--- src/rtl/mdio_mgmt_pkg.sv ---
`timescale 1ns/1ps
package mdio_mgmt_pkg;
  localparam int PHY_W     = 5;
  localparam int REG_W     = 5;
  localparam int MD_W      = 16;
  localparam int CSR_W     = 32;
  localparam int PRE_LEN   = 32;
  localparam int FRAME_LEN = PRE_LEN + 2 + 2 + PHY_W + REG_W + 2 + MD_W;
  localparam int TA_IDX    = FRAME_LEN - MD_W - 2;
  localparam int DAT_IDX   = FRAME_LEN - MD_W;
  localparam int CNT_W     = $clog2(FRAME_LEN);
  localparam int PHY_LSB   = 11;
  localparam int REG_LSB   = 6;
  localparam int WR_BIT    = 1;

  typedef struct packed {
    logic [PHY_W-1:0] phy;
    logic [REG_W-1:0] regad;
    logic             wr;
  } mgmt_req_t;

  // Serial image of one management frame, leftmost bit sent first
  function automatic logic [FRAME_LEN-1:0] frame_of(input mgmt_req_t r,
                                                     input logic [MD_W-1:0] d);
    logic [1:0] op;
    op = r.wr ? 2'b01 : 2'b10;
    return {{PRE_LEN{1'b1}}, 2'b01, op, r.phy, r.regad, 2'b10,
            (r.wr ? d : {MD_W{1'b1}})};
  endfunction
endpackage

--- src/rtl/mdio_clk_div.sv ---
`timescale 1ns/1ps
module mdio_clk_div #(
  parameter int DIV = 8
) (
  input  logic clk,
  input  logic rst,
  input  logic en,
  output logic mdc,
  output logic rise_stb,
  output logic fall_stb
);
  localparam int HALF = DIV / 2;
  localparam int CW   = (HALF > 1) ? $clog2(HALF) : 1;

  logic [CW-1:0] cnt_q;
  logic          mdc_q;
  logic          tick;

  initial div_even_chk: assert (DIV >= 2 && (DIV % 2) == 0);

  assign tick     = en && (cnt_q == CW'(HALF - 1));
  assign rise_stb = tick && !mdc_q;
  assign fall_stb = tick && mdc_q;
  assign mdc      = mdc_q;

  always_ff @(posedge clk) begin
    if (rst || !en) begin
      cnt_q <= '0;
      mdc_q <= 1'b0;
    end else if (tick) begin
      cnt_q <= '0;
      mdc_q <= ~mdc_q;
    end else begin
      cnt_q <= cnt_q + 1'b1;
    end
  end


  mdc_idle_low_chk: assert property (@(posedge clk) disable iff (rst)
    !en |=> !mdc_q);
endmodule

--- src/rtl/mdio_frame_eng.sv ---
`timescale 1ns/1ps
module mdio_frame_eng
  import mdio_mgmt_pkg::*;
(
  input  logic            clk,
  input  logic            rst,
  input  logic            start,
  input  mgmt_req_t       req,
  input  logic [MD_W-1:0] tx_data,
  input  logic            rise_stb,
  input  logic            fall_stb,
  input  logic            mdio_i,
  output logic            busy,
  output logic            done,
  output logic            done_rd,
  output logic [MD_W-1:0] rx_word,
  output logic            mdio_o,
  output logic            mdio_oe
);
  logic [FRAME_LEN-1:0] sh_q;
  logic [CNT_W-1:0]     bit_q;
  logic [CNT_W-1:0]     bit_nxt;
  logic                 busy_q, rd_q, mdo_q, oe_q, last_bit;
  logic [MD_W-1:0]      cap_q;

  assign bit_nxt  = bit_q + 1'b1;
  assign last_bit = (bit_q == CNT_W'(FRAME_LEN - 1));
  assign done     = busy_q && fall_stb && last_bit;
  assign done_rd  = rd_q;
  assign busy     = busy_q;
  assign rx_word  = cap_q;
  assign mdio_o   = mdo_q;
  assign mdio_oe  = oe_q;

  always_ff @(posedge clk) begin
    if (rst) begin
      sh_q   <= '0;
      bit_q  <= '0;
      busy_q <= 1'b0;
      rd_q   <= 1'b0;
      mdo_q  <= 1'b1;
      oe_q   <= 1'b0;
      cap_q  <= '0;
    end else if (start && !busy_q) begin
      sh_q   <= frame_of(req, tx_data);
      mdo_q  <= 1'b1;
      oe_q   <= 1'b1;
      bit_q  <= '0;
      rd_q   <= !req.wr;
      busy_q <= 1'b1;
      cap_q  <= '0;
    end else if (busy_q) begin
      if (rise_stb && rd_q && bit_q >= CNT_W'(DAT_IDX))
        cap_q <= {cap_q[MD_W-2:0], mdio_i};
      if (fall_stb) begin
        if (last_bit) begin
          busy_q <= 1'b0;
          oe_q   <= 1'b0;
          mdo_q  <= 1'b1;
        end else begin
          bit_q <= bit_nxt;
          sh_q  <= sh_q << 1;
          mdo_q <= sh_q[FRAME_LEN-2];
          oe_q  <= !(rd_q && bit_nxt >= CNT_W'(TA_IDX));
        end
      end
    end
  end


  rd_release_chk: assert property (@(posedge clk) disable iff (rst)
    busy_q && rd_q && bit_q >= CNT_W'(TA_IDX) |-> !oe_q);

  idle_float_chk: assert property (@(posedge clk) disable iff (rst)
    !busy_q |-> !oe_q);

  done_clears_chk: assert property (@(posedge clk) disable iff (rst)
    done |=> !busy_q);

  bit_hold_chk: assert property (@(posedge clk) disable iff (rst)
    busy_q && !fall_stb |=> $stable(bit_q));
endmodule

--- src/rtl/mdio_mgmt_csr.sv ---
`timescale 1ns/1ps
module mdio_mgmt_csr
  import mdio_mgmt_pkg::*;
(
  input  logic             clk,
  input  logic             rst,
  input  logic             we,
  input  logic             sel,
  input  logic [CSR_W-1:0] wdata,
  input  logic             busy,
  input  logic             done,
  input  logic             done_rd,
  input  logic [MD_W-1:0]  rx_word,
  output logic             start,
  output mgmt_req_t        req_nxt,
  output logic [MD_W-1:0]  tx_data,
  output logic [CSR_W-1:0] addr_rd,
  output logic [CSR_W-1:0] data_rd
);
  mgmt_req_t        req_q;
  logic [CSR_W-1:0] data_q;
  logic             data_wr;

  assign start         = we && !sel && !busy;
  assign data_wr       = we && sel && !busy;
  assign req_nxt.phy   = wdata[PHY_LSB +: PHY_W];
  assign req_nxt.regad = wdata[REG_LSB +: REG_W];
  assign req_nxt.wr    = wdata[WR_BIT];
  assign tx_data       = data_q[MD_W-1:0];
  assign data_rd       = data_q;
  assign addr_rd       = {{(CSR_W-PHY_LSB-PHY_W){1'b0}}, req_q.phy, req_q.regad,
                          {(REG_LSB-WR_BIT-1){1'b0}}, req_q.wr, busy};

  always_ff @(posedge clk) begin
    if (rst) begin
      req_q  <= '0;
      data_q <= '0;
    end else begin
      if (start) req_q <= req_nxt;
      if (data_wr) data_q <= wdata;
      else if (done && done_rd) data_q <= {{(CSR_W-MD_W){1'b0}}, rx_word};
    end
  end


  addr_hold_chk: assert property (@(posedge clk) disable iff (rst)
    busy |=> $stable(req_q));

  data_hold_chk: assert property (@(posedge clk) disable iff (rst)
    busy && !done |=> $stable(data_q));
endmodule

--- src/rtl/mdio_mgmt_ctrl.sv ---
`timescale 1ns/1ps
module mdio_mgmt_ctrl
  import mdio_mgmt_pkg::*;
#(
  parameter int CLK_DIV = 8
) (
  input  logic        clk,
  input  logic        rst,
  input  logic        csr_we,
  input  logic        csr_sel,
  input  logic [31:0] csr_wdata,
  output logic [31:0] csr_addr_rdata,
  output logic [31:0] csr_data_rdata,
  output logic        mdc,
  output logic        mdio_o,
  output logic        mdio_oe,
  input  logic        mdio_i
);
  logic            start, busy, done, done_rd, rise_stb, fall_stb;
  mgmt_req_t       req_nxt;
  logic [MD_W-1:0] tx_data, rx_word;

  mdio_mgmt_csr u_csr (
    .clk(clk), .rst(rst), .we(csr_we), .sel(csr_sel), .wdata(csr_wdata),
    .busy(busy), .done(done), .done_rd(done_rd), .rx_word(rx_word),
    .start(start), .req_nxt(req_nxt), .tx_data(tx_data),
    .addr_rd(csr_addr_rdata), .data_rd(csr_data_rdata)
  );

  mdio_clk_div #(.DIV(CLK_DIV)) u_div (
    .clk(clk), .rst(rst), .en(busy), .mdc(mdc),
    .rise_stb(rise_stb), .fall_stb(fall_stb)
  );

  mdio_frame_eng u_eng (
    .clk(clk), .rst(rst), .start(start), .req(req_nxt), .tx_data(tx_data),
    .rise_stb(rise_stb), .fall_stb(fall_stb), .mdio_i(mdio_i),
    .busy(busy), .done(done), .done_rd(done_rd), .rx_word(rx_word),
    .mdio_o(mdio_o), .mdio_oe(mdio_oe)
  );


  start_busy_chk: assert property (@(posedge clk) disable iff (rst)
    start |=> busy);

  busy_origin_chk: assert property (@(posedge clk) disable iff (rst)
    $rose(busy) |-> $past(csr_we && !csr_sel));
endmodule

--- config.mk ---
export PLATFORM = sky130hd
export DESIGN_NAME = mdio_mgmt_ctrl
export DESIGN_NICKNAME = d
export VERILOG_FILES = /design/src/rtl/mdio_mgmt_pkg.sv /design/src/rtl/mdio_clk_div.sv /design/src/rtl/mdio_frame_eng.sv /design/src/rtl/mdio_mgmt_csr.sv /design/src/rtl/mdio_mgmt_ctrl.sv
export SDC_FILE = /design/constraint.sdc
export NUM_CORES = 1
export LEC_CHECK = 0
export BUFFER_PORTS_ARGS = -buffer_cell sky130_fd_sc_hd__buf_4
export CAP_MARGIN = 20
export CORE_MARGIN = 10
export CORE_UTILIZATION = 30
export CTS_CLUSTER_SIZE = 40
export DETAILED_ROUTE_END_ITERATION = 6
export PLACE_DENSITY_LB_ADDON = 0.05
export SLEW_MARGIN = 20
export SYNTH_ARGS = -nofsm -noshare
export SYNTH_HDL_FRONTEND = slang
export SYNTH_SLANG_ARGS = --single-unit
export TNS_END_PERCENT = 30
--- constraint.sdc ---
create_clock -name clk -period 2.4 [get_ports clk]
set_clock_uncertainty 0.2 [all_clocks]
set_input_delay 0.12 -clock clk [delete_from_list [all_inputs] [get_ports clk]]
set_output_delay 0.12 -clock clk [all_outputs]
set_load 0.01 [all_outputs]
# Word-level counts from Yosys, hierarchy flattened

Cells that the tools add are included.
W data, S select, Z words.

Logic and storage cells: 70
Bits of input ports: 37
Output and inout port bits: 67
Register bits: 135

Magnitude comparators: 2
Bitwise operators: 2
Reduce and logical (&&, ||, !) cells: 30
Muxes and demuxes: 17
Equal/unequal tests: 3
Add/subtract/negate cells: 2

Operator list:

| cell                  | number |
|---|---|
| $mux W63              | 4 |
| $mux W32              | 2 |
| $mux W16              | 1 |
| $logic_and A1 B1 Y1   | 14 |
| $ge A6 B6 Y1 const B  | 2 |
| $mux W1               | 9 |
| $add A6 B1 Y6 const B | 1 |
| $eq A6 B6 Y1 const B  | 1 |
| $reduce_and A2 Y1     | 3 |
| $reduce_and A3 Y1     | 2 |
| $reduce_bool A2 Y1    | 3 |
| $logic_not A1 Y1      | 5 |
| $reduce_or A2 Y1      | 2 |
| $add A2 B1 Y2 const B | 1 |
| $eq A2 B2 Y1 const B  | 1 |
| $mux W2               | 1 |
| $ne A2 B2 Y1 const B  | 1 |
| $not A1 Y1            | 2 |
| $logic_or A1 B1 Y1    | 1 |

# Logic depth before layout (Yosys ltp)

Depth in word-level cells: 8
Depth in mapped cells: 8
Depth with buffers taken out: 7

# Hierarchy

Synthesis repeated with hierarchy kept, for this count alone.

Cell total of the unflattened synthesis: 699
Area total of the unflattened synthesis: 6,033.3 µm²

Modules (own cells, without submodules):

| module         | sequential area each (µm²) | cells each | times used | area each (µm²) |
|---|---|---|---|---|
| mdio_frame_eng | 1,781.7                    | 438        | 1          | 3,706.1 |
| mdio_mgmt_csr  | 860.8                      | 249        | 1          | 2,209.6 |
| mdio_clk_div   | 60.1                       | 12         | 1          | 117.6 |

# Worst setup path before layout

Ideal clock, no wire load.

Kind: flip-flop to flip-flop
Start: register u_eng.bit_q[0]
End: register u_csr.data_q[20], in the netlist u_csr.data_rd[20]
Cell stages (with the launch flop): 8
Buffers on the path: 1
Clock period less this slack: 2,008 ps
Required time: 2,083 ps
Library setup time: 117 ps
Slack: 392 ps
Arrival time: 1,691 ps
Path through: dfxtp_1 -> ha_1 -> and3_4 -> nand2_4 -> o31ai_4 -> nor2_4 -> buf_6 -> a22o_1

Word-level cells in the longest chain between the ends: 4

RTL lines:

| what                                | line                 | source |
|---|---|---|
| start: declaration                  | mdio_frame_eng.sv:21 | `logic [CNT_W-1:0] bit_q;` |
| start signal: assignment            | mdio_frame_eng.sv:61 | `bit_q <= bit_nxt;` |
| $eq A6 B6 Y1                        | mdio_frame_eng.sv:27 | `assign last_bit = (bit_q == CNT_W'(FRAME_LEN - 1));` |
| $logic_and A1 B1 Y1                 | mdio_frame_eng.sv:28 | `assign done = busy_q && fall_stb && last_bit;` |
| $logic_and A1 B1 Y1                 | mdio_mgmt_csr.sv:41  | `else if (done && done_rd) data_q <= {{(CSR_W-MD_W){1'b0}}, rx_word};` |
| $reduce_bool A2 Y1 (no source line) | n/a                  |  |
| end signal: assignment              | mdio_mgmt_csr.sv:40  | `if (data_wr) data_q <= wdata;` |
| end signal: assignment              | mdio_mgmt_csr.sv:41  |  |
| end: declaration                    | mdio_mgmt_csr.sv:21  | `logic [CSR_W-1:0] data_q;` |

No other way between the ends.
A chain may end at the register's enable or synchronous reset.

# Worst setup path after layout

Start: register u_eng.bit_q[0]
End: register u_csr.data_q[13], in the netlist u_csr.data_rd[13]

Same word-level chain as after synthesis.

==> results.tsv <==
metric	value	unit
status	finished clean	
Crit path largest cell delay	0.42	ns
worst hold path class	in2reg	
PD cells	758	mW/mm^2
insertion delay to the later sink of the worst-skew pair	0.41	ns
grt total ovfl	0	
minimum hold slack	0.0840	ns
Pins Over Slew Limit	0	
Design Area, Final	0.00716	mm^2
Critical-path top delay cell	dfxtp_1	
drt wl/cell	15.7	um
Routed WL	14900	um
vias in the first global route	4720	
Final Hold Vio Count	0	
Seq/Total Area, Yosys	49.3	%
top cell type by total area after synthesis	dfxtp_1	
CP Capture Type	flop	
Die Span X	155	um
number of synthesized flops with an enable pin	0	
RSZ-0062 raised after global routing	false	
Die H	155	um
Yosys top cell area share	49.3	%
max_slew headroom	55.0	%
VDD IR max	0.467	mV
largest cells by area after synthesis	dfxtp_1 49%, nand2_1 5.9%, mux2i_1 5.8%	
TritonCTS Buffers	17	
cells after synthesis	603	
yosys warns	0	
CP arrival	2.29	ns
Cell Area, Synth	0.00548	mm^2
final setup TNS	0	ns
Syn-to-layout area delta	30.7	%
Inst Count DP	882	
Pwr Total	5.43	mW
clk sink count	135	
Pleak	2.79	nW
fin crit share	89.7	%
Setup Crit Path Kind	reg2reg	
I/O Buffers	83	
Iter 0 DRT Violations	271	
#FFs+latches synth	135	
final setup fails	0	
Detail Placement HPWL	9650	um
asr flop ratio synth	0	%
Placer Congestion	0.767	
startpoint types	flop	
placed inst area	0.00625	mm^2
Initial Util	30.5	%
CP max FO	32	
CTS root buf	clkbuf_16	
I/O pin total	104	
vias	4550	
max cap viols	0	
WP data required	2.54	ns
Vias per Instance	4.80	
ys flop type	dfxtp_1	
DRT Pass-1 Iters	4	
Die ar.	0.0241	mm^2
Routed Antenna Nets	0	
first-pass GRT wire length	24600	um
post-CTS sizing	0	
H-tree depth	4	
Unique masters post-synth	43	
row cnt	49	
minimum clock period	2.15	ns
Layout Nets	746	
core area	0.0180	mm^2
share of cells above drive strength 1	21.8	%
clock transition at the registers of the reported paths	0.06	ns
TritonCTS clock tree	yes	
worst-margin pin slew	0.674	ns
initial antenna violation count	0	
Fillers	1793	
maximum clock frequency	464	MHz
Cell Chain, Critical Path	ha_1 > and3_4 > nand2_4 > o31ai_4 > buf_12 > nor2_1 > a211oi_2	
buffers from clock root to sink, at most	2	
GRT Total Usage	12.5	%
Mapped Avg Cell Area	9.09	um^2
Remaining DRCs	0	
# diodes	0	
final non-filler cell total	948	
largest net degree at the start of global routing	61	
-- flip-flops by register name (all words and copies together), names as in the netlist --
register / cells
u_eng.rx_word: 16
u_eng.busy: 1
u_eng.bit_q: 6
u_eng.mdio_o: 1
u_eng.mdio_oe: 1
u_eng.done_rd: 1
u_div.mdc: 1
u_div.cnt_q: 2
u_eng.sh_q: 63
u_csr.data_rd: 32
u_csr.addr_rd: 11
-- stage by stage --
step	utilization, %	setup slack, ns
2_1_floorplan	-	0.392
3_3_place_gp	34.8	0.270
3_5_place_dp	34.8	0.238
4_1_cts	39.8	0.228
5_1_grt	39.9	0.0703
6_report	39.9	0.246
-- cell type report --
type                       count  area (um^2)  share of cell area (%)
clock buffer                  20          467                    6.52
clock inverter                12          101                    1.42
inverter                      19         71.3                   0.996
multi-input combinational    399         2390                    33.4
sequential                   135         2700                    37.7
tap                          229          287                    4.00
timing repair buffer         134         1140                    15.9
-- what timing repair did --
action / 4_1_cts / 5_1_grt
endpoints found under the hold margin: 67 / 0
hold buffers: 34 / 0
setup buffers: 0 / 0
-- metal layers --
| metal | GRT usage, % | wire length (um) | part of all wire, % | up-vias |
|---|---|---|---|---|
| met3 | 4.00 | 680 | 4.6 | 9 |
| met2 | 20.6 | 7290 | 49 | 82 |
| met4 | 3.69 | 109 | 0.73 | 0 |
| met5 | 0 | 0 | 0 | - |
| li1 | - | - | - | 2278 |
| met1 | 15.0 | 6820 | 46 | 2181 |
-- Yosys cell counts, types with 4 or more instances --
library cell,number
nand3_1,34
nand2_1,86
a21oi_1,35
buf_1,6
a211oi_2,14
a221oi_1,16
inv_1,19
mux2i_1,32
a22o_1,16
clkbuf_1,21
dfxtp_1,135
a31oi_1,45
buf_2,14
o21ai_0,6
nor2_1,59
buf_6,4
buf_4,24
-- kinds of logic after synthesis --
family                   Yosys count  synth area share (%)
buffers and inverters             88                  8.54
adder cells (fa/ha/maj)            3                 0.685
XOR/XNOR                           5                 0.799
multiplexers                      32                  5.85
flip-flops                       135                  49.3
AO/OA/AOI/OAI                    139                  18.5
AND/OR/NAND/NOR                  200                  16.2
other                              1                0.0684
-- worst paths after layout --
kind                            cells past startpoint                         from  slack, ns                        endpoint
worst max-delay path                                7  u_eng.bit_q[0]$_SDFFE_PP0P_       0.25  u_csr.data_rd[13]$_SDFFE_PP0P_
worst min-delay path                                5                      csr_sel       0.08  u_csr.addr_rd[12]$_SDFFE_PP0P_
worst max register to register                      7  u_eng.bit_q[0]$_SDFFE_PP0P_       0.25  u_csr.data_rd[13]$_SDFFE_PP0P_
worst min register to register                      1    u_div.cnt_q[0]$_SDFF_PP0_       0.23       u_div.cnt_q[0]$_SDFF_PP0_
-- worst max-delay path: cells and delay by family (launching register included) --
family                     cells  cell delay [ns]
adders and majority gates      1             0.24
AOI/OAI and AO/OA              2             0.54
and+or+nand+nor                3             0.41
buffers and inverters          1             0.25
DFF                            1             0.42
-- report_power, final --
group / leakage (nW) / switching [mW] / internal [mW]
clock: 0.270 / 0.990 / 1.50
combinational: 1.42 / 0.281 / 0.240
sequential: 1.10 / 0.0639 / 2.35
total: 2.79 / 1.33 / 4.09
-- cells in the final DEF (no fill, tap or decap), types with 2 or more instances in the layout --
| cell type | synthesis | final |
|---|---|---|
| xor2_1 | 2 | 2 |
| nand2_1 | 86 | 86 |
| clkinvlp_4 | 0 | 5 |
| a211oi_1 | 3 | 3 |
| mux2i_1 | 32 | 32 |
| a21oi_1 | 35 | 35 |
| a211oi_2 | 14 | 14 |
| nor2_2 | 1 | 2 |
| clkinv_2 | 0 | 5 |
| inv_1 | 19 | 19 |
| a221oi_1 | 16 | 16 |
| o21ai_0 | 6 | 6 |
| and2_1 | 2 | 2 |
| xnor2_1 | 3 | 3 |
| dfxtp_1 | 135 | 135 |
| clkbuf_8 | 0 | 3 |
| a22o_1 | 16 | 16 |
| nand3_1 | 34 | 34 |
| nor2_1 | 59 | 58 |
| clkbuf_16 | 0 | 17 |
| dlygate4sd3_1 | 0 | 34 |
| nor3b_1 | 2 | 2 |
| conb_1 | 1 | 20 |
| a31oi_1 | 45 | 45 |
| ha_1 | 3 | 3 |
| buf_4 | 24 | 96 |
| buf_12 | 0 | 4 |
| and3_1 | 2 | 2 |
| nor3_1 | 2 | 2 |
Note: power is estimated with default switching activity, not from simulation.
